$ cat config.mk
export PLATFORM = sky130hd
export DESIGN_NAME = irq_vector_taker
export DESIGN_NICKNAME = d
export VERILOG_FILES = /design/src/rtl/ivt_pkg.sv /design/src/rtl/ivt_reset_sync.sv /design/src/rtl/ivt_sampler.sv /design/src/rtl/ivt_entry_fsm.sv /design/src/rtl/ivt_vector_capture.sv /design/src/rtl/irq_vector_taker.sv
export SDC_FILE = /design/constraint.sdc
export NUM_CORES = 1
export LEC_CHECK = 0
export CORE_MARGIN = 1.5
export CORE_UTILIZATION = 30
export DETAILED_ROUTE_END_ITERATION = 12
export GPL_TIMING_DRIVEN = 0
export PLACE_DENSITY = 0.62
export SLEW_MARGIN = 40
export SYNTH_ARGS = -nofsm -noshare
export SYNTH_HDL_FRONTEND = slang
export SYNTH_SLANG_ARGS = --single-unit
$ cat constraint.sdc
create_clock -name clk -period 1.8 [get_ports clk]
set_input_delay 0.36 -clock clk [delete_from_list [all_inputs] [get_ports clk]]
set_output_delay 0.36 -clock clk [all_outputs]
set_load 0.02 [all_outputs]
$ cat src/rtl/ivt_pkg.sv
package ivt_pkg;

  typedef enum logic [2:0] {
    ST_IDLE     = 3'd0,
    ST_DECIDE   = 3'd1,
    ST_ACK      = 3'd2,
    ST_DRAIN    = 3'd3,
    ST_FIQ_HOLD = 3'd4
  } entry_state_t;

  localparam int unsigned ALIGN_BITS = 2;

endpackage

$ cat src/rtl/ivt_reset_sync.sv
module ivt_reset_sync #(
  parameter int unsigned STAGES = 2
) (
  input  logic clk,
  input  logic rst_n,
  output logic rst_sync_n
);
  logic [STAGES-1:0] chain_q;

  always_ff @(posedge clk or negedge rst_n) begin
    if (!rst_n) chain_q <= '0;
    else        chain_q <= {chain_q[STAGES-2:0], 1'b1};
  end

  assign rst_sync_n = chain_q[STAGES-1];
endmodule

$ cat src/rtl/ivt_sampler.sv
module ivt_sampler #(
  parameter int unsigned WIDTH  = 1,
  parameter int unsigned STAGES = 2,
  parameter logic [WIDTH-1:0] RST_VAL = '0
) (
  input  logic             clk,
  input  logic             rst_n,
  input  logic [WIDTH-1:0] d,
  output logic [WIDTH-1:0] q
);
  logic [WIDTH-1:0] stage_q [STAGES];

  genvar gi;
  generate
    for (gi = 0; gi < STAGES; gi++) begin : g_stage
      logic [WIDTH-1:0] stage_d;
      if (gi == 0) begin : g_first
        assign stage_d = d;
      end else begin : g_rest
        assign stage_d = stage_q[gi-1];
      end
      always_ff @(posedge clk or negedge rst_n) begin
        if (!rst_n) stage_q[gi] <= RST_VAL;
        else        stage_q[gi] <= stage_d;
      end
    end
  endgenerate

  assign q = stage_q[STAGES-1];
endmodule

$ cat src/rtl/ivt_entry_fsm.sv
module ivt_entry_fsm
  import ivt_pkg::*;
(
  input  logic clk,
  input  logic rst_n,
  input  logic irq_req_i,
  input  logic fiq_req_i,
  input  logic vld_i,
  input  logic irq_en_i,
  output logic irq_ack_o,
  output logic fiq_take_o,
  output logic capture_o
);
  entry_state_t state_q, state_d;
  logic         ack_q, ack_d;
  logic         fiq_q, fiq_d;

  always_comb begin
    state_d   = state_q;
    fiq_d     = 1'b0;
    capture_o = 1'b0;
    unique case (state_q)
      ST_IDLE: begin
        if (fiq_req_i) begin
          state_d = ST_FIQ_HOLD;
          fiq_d   = 1'b1;
        end else if (irq_req_i && irq_en_i) begin
          state_d = ST_DECIDE;
        end
      end
      ST_DECIDE: begin
        if (fiq_req_i) begin
          state_d = ST_FIQ_HOLD;
          fiq_d   = 1'b1;
        end else begin
          state_d = ST_ACK;
        end
      end
      ST_ACK: begin
        if (vld_i) begin
          state_d   = ST_DRAIN;
          capture_o = 1'b1;
        end
      end
      ST_DRAIN: begin
        if (!vld_i) state_d = ST_IDLE;
      end
      ST_FIQ_HOLD: begin
        if (!fiq_req_i) state_d = ST_IDLE;
      end
      default: state_d = ST_IDLE;
    endcase
    ack_d = (state_d == ST_ACK);
  end

  always_ff @(posedge clk or negedge rst_n) begin
    if (!rst_n) begin
      state_q <= ST_IDLE;
      ack_q   <= 1'b0;
      fiq_q   <= 1'b0;
    end else begin
      state_q <= state_d;
      ack_q   <= ack_d;
      fiq_q   <= fiq_d;
    end
  end

  assign irq_ack_o  = ack_q;
  assign fiq_take_o = fiq_q;

  // a fast entry never coincides with a normal acknowledge
  a_r3_fiq_excludes_ack: assert property (@(posedge clk) disable iff (!rst_n)
    fiq_take_o |-> !irq_ack_o);
  // fast entry reported as a single pulse
  a_r8_fiq_single_pulse: assert property (@(posedge clk) disable iff (!rst_n)
    fiq_take_o |=> !fiq_take_o);
  // acknowledge held until valid is seen
  a_r9_ack_held: assert property (@(posedge clk) disable iff (!rst_n)
    (irq_ack_o && !vld_i) |=> irq_ack_o);
  // acknowledge released right after valid is seen
  a_r4_ack_release: assert property (@(posedge clk) disable iff (!rst_n)
    (irq_ack_o && vld_i) |=> !irq_ack_o);
endmodule

$ cat src/rtl/ivt_vector_capture.sv
module ivt_vector_capture
  import ivt_pkg::*;
#(
  parameter int unsigned ADDR_W = 30,
  localparam int unsigned TGT_W = ADDR_W + ALIGN_BITS
) (
  input  logic              clk,
  input  logic              rst_n,
  input  logic              capture_i,
  input  logic [ADDR_W-1:0] vec_addr_i,
  output logic              ready_o,
  output logic [TGT_W-1:0]  target_o
);
  logic             ready_q;
  logic [TGT_W-1:0] target_q, target_d;
  logic             target_en;

  assign target_en = capture_i;
  assign target_d  = {vec_addr_i, {ALIGN_BITS{1'b0}}};

  always_ff @(posedge clk or negedge rst_n) begin
    if (!rst_n) ready_q <= 1'b0;
    else        ready_q <= capture_i;
  end

  always_ff @(posedge clk or negedge rst_n) begin
    if (!rst_n)         target_q <= '0;
    else if (target_en) target_q <= target_d;
  end

  assign ready_o  = ready_q;
  assign target_o = target_q;

  // ready is a one-cycle pulse
  a_r4_ready_pulse: assert property (@(posedge clk) disable iff (!rst_n)
    ready_o |=> !ready_o);
  // every delivered target is word-aligned
  a_r4_target_aligned: assert property (@(posedge clk) disable iff (!rst_n)
    ready_o |-> (target_o[ALIGN_BITS-1:0] == '0));
endmodule

$ cat src/rtl/irq_vector_taker.sv
module irq_vector_taker
  import ivt_pkg::*;
#(
  parameter int unsigned SYNC_STAGES = 2,
  parameter int unsigned ADDR_W      = 30,
  localparam int unsigned TGT_W      = ADDR_W + ALIGN_BITS
) (
  input  logic              clk,
  input  logic              rst_n,
  input  logic              irq_n,
  input  logic              fiq_n,
  input  logic              irq_en,
  input  logic [ADDR_W-1:0] vec_addr,
  input  logic              vec_valid,
  output logic              irq_ack,
  output logic              fiq_take,
  output logic              vec_ready,
  output logic [TGT_W-1:0]  vec_target
);
  logic       rst_sync_n;
  logic [2:0] raw_lines, sync_lines;
  logic       irq_req, fiq_req, vld_s, capture;

  ivt_reset_sync #(.STAGES(2)) u_rst (
    .clk(clk), .rst_n(rst_n), .rst_sync_n(rst_sync_n));

  assign raw_lines = {irq_n, fiq_n, vec_valid};

  ivt_sampler #(.WIDTH(3), .STAGES(SYNC_STAGES), .RST_VAL(3'b110)) u_sync (
    .clk(clk), .rst_n(rst_sync_n), .d(raw_lines), .q(sync_lines));

  assign irq_req = ~sync_lines[2];
  assign fiq_req = ~sync_lines[1];
  assign vld_s   =  sync_lines[0];

  ivt_entry_fsm u_fsm (
    .clk(clk), .rst_n(rst_sync_n),
    .irq_req_i(irq_req), .fiq_req_i(fiq_req), .vld_i(vld_s), .irq_en_i(irq_en),
    .irq_ack_o(irq_ack), .fiq_take_o(fiq_take), .capture_o(capture));

  ivt_vector_capture #(.ADDR_W(ADDR_W)) u_cap (
    .clk(clk), .rst_n(rst_sync_n), .capture_i(capture), .vec_addr_i(vec_addr),
    .ready_o(vec_ready), .target_o(vec_target));

  // no new acknowledge while the controller still shows valid
  a_r5_no_rearm_under_valid: assert property (@(posedge clk) disable iff (!rst_sync_n)
    $rose(irq_ack) |-> !$past(vld_s));
  // an acknowledge needs the enable at the start of the entry
  a_r6_enable_gates_entry: assert property (@(posedge clk) disable iff (!rst_sync_n)
    $rose(irq_ack) |-> $past(irq_en, 2));
  // ready follows the acknowledge cycle
  a_r4_ready_after_ack: assert property (@(posedge clk) disable iff (!rst_sync_n)
    vec_ready |-> $past(irq_ack));
endmodule

[Yosys cells after proc, flatten, opt, wreduce, memory -nomap -nowiden]
Cells that the tools add are included.
Word-level totals
  bits in latches: 0
  memories: 0
  bits in registers: 44
  memory bits (read-only): 0
  output and inout bits: 35
  memory bits (writable): 0
  input bits: 36
  logic and storage cells: 28
Cells by class
  $add $sub $neg: 0
  magnitude comparators: 0
  eq/ne operators: 5
  divide/modulo/power cells: 0
  bitwise logic cells: 1
  reduce and logical (&&, ||, !) cells: 3
  multiplexer cells: 11
  shift-type cells: 0
  multiply operators: 0
Operators with widths (count)
  two-way mux 3 bit: 6
  one-hot mux 3 bit (5 select lines): 1
  == test 3 x 2 -> 1 bit (second input constant): 3
  two-way mux 1 bit: 4
  == test 3 x 1 -> 1 bit (second input constant): 1
  == test 3 bit (second input constant): 1
  zero test 3 bit: 1
  OR reduction 2 bit: 1
  logical AND 1 bit: 1
  inverter 1 bit: 1

[Logic depth before layout (Yosys ltp)]
Gate-level depths: netlist of the first run.
  depth in word-level cells: 6
  gate-level depth with buffers: 3
  depth with buffers taken out: 3

[Cells and area by module]
Synthesis of the first run repeated with hierarchy kept, for this count alone.
Second synthesis, totals
  cell total of the unflattened synthesis: 97
  area, all modules: 1705.4 µm²
By module, submodules not included
  ivt_vector_capture: area an instance 1278.7 µm², seq. area each 775.7 µm², cells each 67, times used 1
  ivt_entry_fsm: area an instance 210.2 µm², seq. area each 125.1 µm², cells each 19, times used 1
  ivt_sampler: area an instance 155.1 µm², seq. area each 155.1 µm², cells each 6, times used 1
  ivt_reset_sync: area an instance 53.8 µm², seq. area each 50.0 µm², cells each 3, times used 1
  irq_vector_taker: area an instance 7.5 µm², seq. area each 0.0 µm², cells each 2, times used 1

[Worst setup path after synthesis of the first run]
No wires, ideal clock.
  path kind: reg-to-reg
  start point: reg u_fsm.state_q[2]
  end point: reg u_cap.target_q[20] (netlist: u_cap.target_o[20])
  cell stages (with the launch flop): 4
  slack: 0.425 ns
  arrival: 1.250 ns
  cell sequence: dfrtp_1 > and4bb_4 > buf_12 > mux2_4
On the way
  cells in the longest elaborated chain, start to end: 2
Ends and longest elaborated chain
  from (decl): line ivt_entry_fsm.sv:14  | entry_state_t state_q, state_d;
  from (signal assigned): line ivt_entry_fsm.sv:62  | state_q <= state_d;
  == test 3 x 2 -> 1 bit: line ivt_entry_fsm.sv:22  | unique case (state_q)
  two-way mux 1 bit: line ivt_entry_fsm.sv:22
  to (signal assigned): line ivt_vector_capture.sv:28  | else if (target_en) target_q <= target_d;
  to (decl): line ivt_vector_capture.sv:15  | logic [TGT_W-1:0] target_q, target_d;
Every way passes these cells.
A chain may end at the register's enable or synchronous reset.

[Final worst setup path of the first run]
  start point: reg u_cap.target_q[7] (netlist: u_cap.target_o[7])
  end point: out vec_target[7]
RTL lines
  to (decl): line irq_vector_taker.sv:18  | output logic [TGT_W-1:0] vec_target
No word-level cell between the ends.

==> results of run 1 <==
metal layers:
layer	up-vias	GRT usage, %	wire, um
met2	49	19.4	1660
met3	2	4.25	245
met5	-	0	0
li1	468	-	-
met1	516	13.5	1390
met4	0	4.29	21
worst paths after layout:
check                                                 to  slack, ns  cells after the start
setup / recovery                           vec_target[7]       0.16                      1
hold / removal                u_rst.chain_q[1]$_DFF_PN0_       0.22                      1
setup reg to reg           u_cap.target_o[9]$_DFFE_PN0P_       0.33                      3
hold reg to reg               u_fsm.state_q[2]$_DFF_PN0_       0.33                      0
max in group asynchronous  u_cap.target_o[8]$_DFFE_PN0P_       1.11                      0
min in group clk                   u_sync.q[2]$_DFF_PN1_       0.36                      0
kinds of logic after synthesis:
| kind of cell | count (synthesis) |
|---|---|
| AOI/OAI and AO/OA | 4 |
| buffers and inverters | 6 |
| DFF | 44 |
| muxes | 31 |
| other | 2 |
| and+or+nand+nor | 6 |
cell usage in the layout, fill, tap and decap left out, drive strengths merged:
cell type      netlist  final
clkdlybuf4s50        0     68
dfrtp               40     40
mux2                30     30
clkbuf               0      5
buf                  5      5
dfstp                4      4
conb                 2      3
nand3b               2      2
a21oi                2      2
clkinvlp             0      2
nor4bb               1      1
mux2i                1      1
nor2                 1      1
a211oi               1      1
inv                  1      1
o21ai                1      1
nor3                 1      1
and4bb               1      1
clkinv               0      1
cell type report:
class | instances | area share, %
buffer | 5 | 2.90
clock buffer | 5 | 2.65
clock inverter | 3 | 0.917
inverter | 1 | 0.145
multi-input combinational | 44 | 20.8
sequential | 44 | 42.8
tap | 72 | 3.47
timing repair buffer | 68 | 26.3
metrics by stage:
step,std cells,util (%)
6_report,242,47.1
5_1_grt,242,47.1
4_1_cts,242,47.1
3_5_place_dp,234,45.4
3_3_place_gp,234,45.3
2_1_floorplan,94,-
power breakdown:
part | internal (mW) | switching (mW)
clock network | 0.274 | 0.331
logic | 0.496 | 0.306
registers | 1.15 | 0.108
total | 1.92 | 0.745
flip-flops by register name, summed over array words and instances (netlist names):
register and flops:
u_sync.q 3, u_rst.chain_q 2, u_cap.ready_o 1, u_cap.target_o 30, u_fsm.irq_ack_o 1, u_fsm.fiq_take_o 1, u_sync.g_stage.stage_d 3, u_fsm.state_q 3
Yosys cell counts:
cell / number
nor4bb_1: 1
nor3_1: 1
buf_12: 3
mux2i_1: 1
dfstp_2: 4
and4bb_4: 1
mux2_2: 1
dfrtp_1: 40
conb_1: 2
nand3b_1: 2
buf_4: 2
a21oi_1: 2
mux2_4: 29
o21ai_0: 1
nor2_1: 1
inv_1: 1
a211oi_1: 1
==> results.cfg, run 1 <==
[logic_synthesis]
synthCells = 93
syn_area_per_cell_um2 = 18.5
yosysWarnings = 0
yosysTopAreaCellShare_pct = 58.1
synth_compound_area_share_pct = 1.31
synth_mux_area_share_pct = 26.5
synth_fa_ha_area_share_pct = 0
ys_types = 17
synth_seq_cells = 44
ys_seq_area_share_pct = 64.2
yosys-top-cells-area = dfrtp_1 (58%), mux2_4 (25%), dfstp_2 (6.1%)
yosys.area.top_type = dfrtp_1
syn-cell-area_um2 = 1720
synth-simple-area-share_pct = 2.91
synth_top_family_by_area = multiplexers
synth-xor-area-share_pct = 0

[die]
core.rowCount = 27
die_area_um2 = 6200
start_util_pct = 31.3
fp.dieH_um = 78.8
io_pins = 71
fp.dieW_um = 78.8
core_area_um2 = 5510

[pwr]
power.density_nw_per_um2 = 1030
peakVddDrop_uv = 355
finalPower_mw = 2.66
power.leakage_nw = 1.12

[sta]
final-setup-viol-count = 0
rsz0062_at_grt = false
fin_hold_ws_ns = 0.217
finalHoldViolCount = 0
finalMaxSlewViolations = 0
worst_slack_ns = 0.164
clock.fmax_ghz = 0.611
finalCriticalPeriod_ns = 1.64
fin_crit_sh_pct = 90.9
relSlewSlack_pct = 64.3
worst_slew_pin_slew_ns = 0.536
clock_skew_ns = 0.00439
tns_ns = 0

[cts]
clk_latency_ns = 0.29
clock_path_buffers = 2
cts_setup_buffers = 0
clk_pin_slew_ns = 0.08
postCtsHoldBufs = 0
cts_tree = done
clkSinkCount = 44
cts_root_buffer = clkbuf_8
htreeDepth = 2
ctsResizeCount = 0
cts_made_buffers = 5

[final_layout]
fill_cells = 485
regArea_um2 = 1110
final_area_um2 = 2590
antenna_cells = 0
multi_input_area_um2 = 541
area_growth_pct = 50.6
layout-drive-gt1-share_pct = 28.8
nNetsFinal = 205

[setup_path]
cp_top_family = buffers and inverters
crit_path_cell_trace = clkdlybuf4s50_1
crit_buf_inv = 1
slowest_stage = clkdlybuf4s50_1
cp-end-kind = primary output
critical_path_required_ns = 1.44
cp.arrival_ns = 1.28
startpoint_type = register
critPathLaunch = u_cap.target_o[7]$_DFFE_PN0P_
cp_max_fo = 2
cpPeakStageDelay_ns = 0.62
r2r-start = u_fsm.state_q[2]$_DFF_PN0_
crit_type = register to primary output

[routing]
dr.pass1.iters = 4
wl_mm = 3.32
vias = 1035
drtIter0Drc = 17
drt-vias-per-instance = 4.28
routedWlPerCell_um = 13.7
antenna_left = 0
drc = 0

[placed_design]
dpl_worst_slack_ns = 0.338
gp_congestion = 0.729
dpl_cell_area_um2 = 2500
port_buffers = 68
hpwl_mm = 2.42

[status]
status = finished clean

[grt]
first_global_vias = 1136
grt_usage_pct = 11.6
antenna_found_initial = 0
overflow = 0
grt_max_degree = 43
grt_pass1_wl_mm = 5.49

[hold_path]
hold_class = input port to async pin

[flow_run]
drv_cap = 0
(Power assumes the default switching activity.)
==> run 2, diff against run 1 <==
==> constraint.sdc (replaced) <==
create_clock -name clk -period 1.8 [get_ports clk]
set_input_delay 0.18 -clock clk [delete_from_list [all_inputs] [get_ports clk]]
set_output_delay 0.18 -clock clk [all_outputs]
set_load 0.02 [all_outputs]
==> results of run 2 <==
Same layout as run 1 (identical final DEF). Status: finished clean.
Main changes from that run: setup slack after layout 0.164 ns -> 0.333 ns; hold slack 0.217 ns -> 0.0370 ns; start point of the critical path u_cap.target_o[7]$_DFFE_PN0P_ -> u_fsm.state_q[2]$_DFF_PN0_; end point of the critical path vec_target[7] -> u_cap.target_o[9]$_DFFE_PN0P_
==> run 3, diff against run 2 <==
--- a/config.mk
+++ b/config.mk
@@ -9,7 +9,7 @@
 export CORE_UTILIZATION = 30
 export DETAILED_ROUTE_END_ITERATION = 12
 export GPL_TIMING_DRIVEN = 0
-export PLACE_DENSITY = 0.62
+export PLACE_DENSITY = 0.65
 export SLEW_MARGIN = 40
 export SYNTH_ARGS = -nofsm -noshare
 export SYNTH_HDL_FRONTEND = slang
==> constraint.sdc (replaced) <==
create_clock -name clk -period 1.2 [get_ports clk]
set_input_delay 0.12 -clock clk [delete_from_list [all_inputs] [get_ports clk]]
set_output_delay 0.12 -clock clk [all_outputs]
set_load 0.02 [all_outputs]
==> run 3 against run 2 <==
  * The flow now finishes with violations (negative setup slack)
  * Critical endpoint is now u_cap.target_o[30]$_DFFE_PN0P_
  * Flip-flop and latch count stayed put
  * Final cell count grew 1.7%
  * Clock skew up 0.00062 ns
  * Combinational power is 34% higher
  * Setup slack worse by 0.52 ns
  * Utilization is 0.16 points higher
  * Power rose by 45%
  * Clock power grew 54%
  * Sequential power grew 48%
  * Cell area up 0.34%
  * Via count increased by 1.8%
  * Maximum frequency up 5.8%
  * Highest routed layer unchanged
  * Critical path type unchanged
==> results.cfg, run 3 (synthesized netlist as in run 1, its figures left out) <==
[setup_path]
cp.arrival_ns = 1.56
critPathLaunch = u_fsm.state_q[0]$_DFF_PN0_
crit_type = register to register
reg2reg_depth = 3
critical_path_required_ns = 1.37
cp_max_fo = 10
reg2reg_to = u_cap.target_o[30]$_DFFE_PN0P_
rrSetupSlack_ns = -0.19
r2r-start = u_fsm.state_q[0]$_DFF_PN0_
endpoint = u_cap.target_o[30]$_DFFE_PN0P_
startpoint_type = register
cp-end-kind = register

[final_layout]
fill_cells = 507
layout-drive-gt1-share_pct = 30.5
layout_common_cells = dfrtp_1 (38), clkdlybuf4s50_1 (35), dlygate4sd2_1 (33)
antenna_cells = 0
area_growth_pct = 51.1
nNetsFinal = 209
multi_input_area_um2 = 556
regArea_um2 = 1110
largest_reg_flops = 30
final_common_cell = dfrtp_1

[pwr]
p_seq_share_pct = 48.3
pwr-share-clk_pct = 24.1
finalPower_mw = 3.87
p_switching_mw = 1.08
power.leakage_nw = 1.27
internal_power_mw = 2.79
p_comb_share_pct = 27.6
peakVddDrop_uv = 523
power.density_nw_per_um2 = 1490
swShare_pct = 27.9

[cts]
cts_root_buffer = clkbuf_8
clk_pin_slew_ns = 0.08
cts_tree = done
clk_latency_ns = 0.29
clkSinkCount = 44
htreeDepth = 2
cts_made_buffers = 5
clock_path_buffers = 2

[sta]
clock.fmax_ghz = 0.721
finalMaxSlewViolations = 0
relSlewSlack_pct = 64.9
fin_crit_sh_pct = 116
finalCriticalPeriod_ns = 1.39
final-setup-viol-count = 30
worst_slack_ns = -0.188
finalHoldViolCount = 0
clock_skew_ns = 0.00500
worst_slew_pin_slew_ns = 0.526
fin_hold_ws_ns = 0.238
rsz0062_at_grt = true

[die]
die_area_um2 = 6200
start_util_pct = 31.3
core_area_um2 = 5510
io_pins = 71
core.rowCount = 27
fp.dieH_um = 78.8
fp.dieW_um = 78.8

[routing]
antenna_left = 0
drtIter0Drc = 14
dr.pass1.iters = 3
vias = 1054
wl_mm = 3.35
routedWlPerCell_um = 13.6
drc = 0
drt-vias-per-instance = 4.28

[grt]
antenna_found_initial = 0
grt_usage_pct = 10.9
grt_pass1_wl_mm = 5.15
first_global_vias = 1101
grt_max_degree = 43
overflow = 0

[hold_path]
hold_class = input port to register

[placed_design]
dpl_worst_slack_ns = -0.254
gp_congestion = 0.751
port_buffers = 68
hpwl_mm = 2.35

[status]
status = complete, but fails checks
violations = negative setup slack

[flow_run]
drv_cap = 0
## run 3: final cells by class
class	instances	area share, %
buffer	5	2.89
clock buffer	7	3.32
clock inverter	1	0.289
inverter	1	0.144
multi-input combinational	44	21.4
sequential	44	42.7
tap	72	3.46
timing repair buffer	72	25.8
## run 3: power groups by stage
stage / Combinational [mW] / Sequential [mW] / Clock [mW]
global placement: 1.20 / 1.90 / 0
global route: 1.12 / 1.90 / 1.06
floorplan: 0.333 / 2.16 / 0
finish: 1.07 / 1.87 / 0.934
CTS: 1.07 / 1.87 / 0.985
detailed placement: 1.21 / 1.91 / 0
## run 3: per-stage QoR
step                utilization, %  instances  TNS, ns  cell area, um^2
floorplan                        -         94    -4.74             1730
global placement              45.4        234    -6.51             2500
detailed placement            45.4        234    -7.27             2500
CTS                           46.8        245    -5.73             2580
global route                  47.2        246    -6.68             2600
finish                        47.2        246    -5.37             2600
## run 3: per-layer routing
layer  track usage, %  wire, um
met5                0         0
met4             3.75        40
met3             4.37       341
met2             18.3      1610
met1             12.8      1350
## run 3: how the worst min path moves through the flow
stage	cells after the start	slack [ns]	from	end
floorplan	0	-0.18	rst_n	u_rst.chain_q[0]$_DFF_PN0_
global placement	1	0.29	rst_n	u_rst.chain_q[0]$_DFF_PN0_
detailed placement	1	0.29	rst_n	u_rst.chain_q[0]$_DFF_PN0_
CTS	1	0.23	irq_n	u_sync.g_stage[1].stage_d[2]$_DFF_PN1_
global route	1	0.22	irq_n	u_sync.g_stage[1].stage_d[2]$_DFF_PN1_
finish	1	0.24	irq_n	u_sync.g_stage[1].stage_d[2]$_DFF_PN1_
## run 3: repair_timing
action | CTS | global route
gates resized for setup | 34 | 2
setup buffers | 2 | 1
pin swaps | 1 | 3
setup endpoints to repair | 63 | 31
hold endpoints to repair | 2 | 0
hold buffers | 1 | 0
## run 3: worst max-delay path, stage by stage, from the launching register on
cell	delay, ns
dfrtp_1	0.38
and4bb_4	0.42
buf_12	0.17
mux2_4	0.30
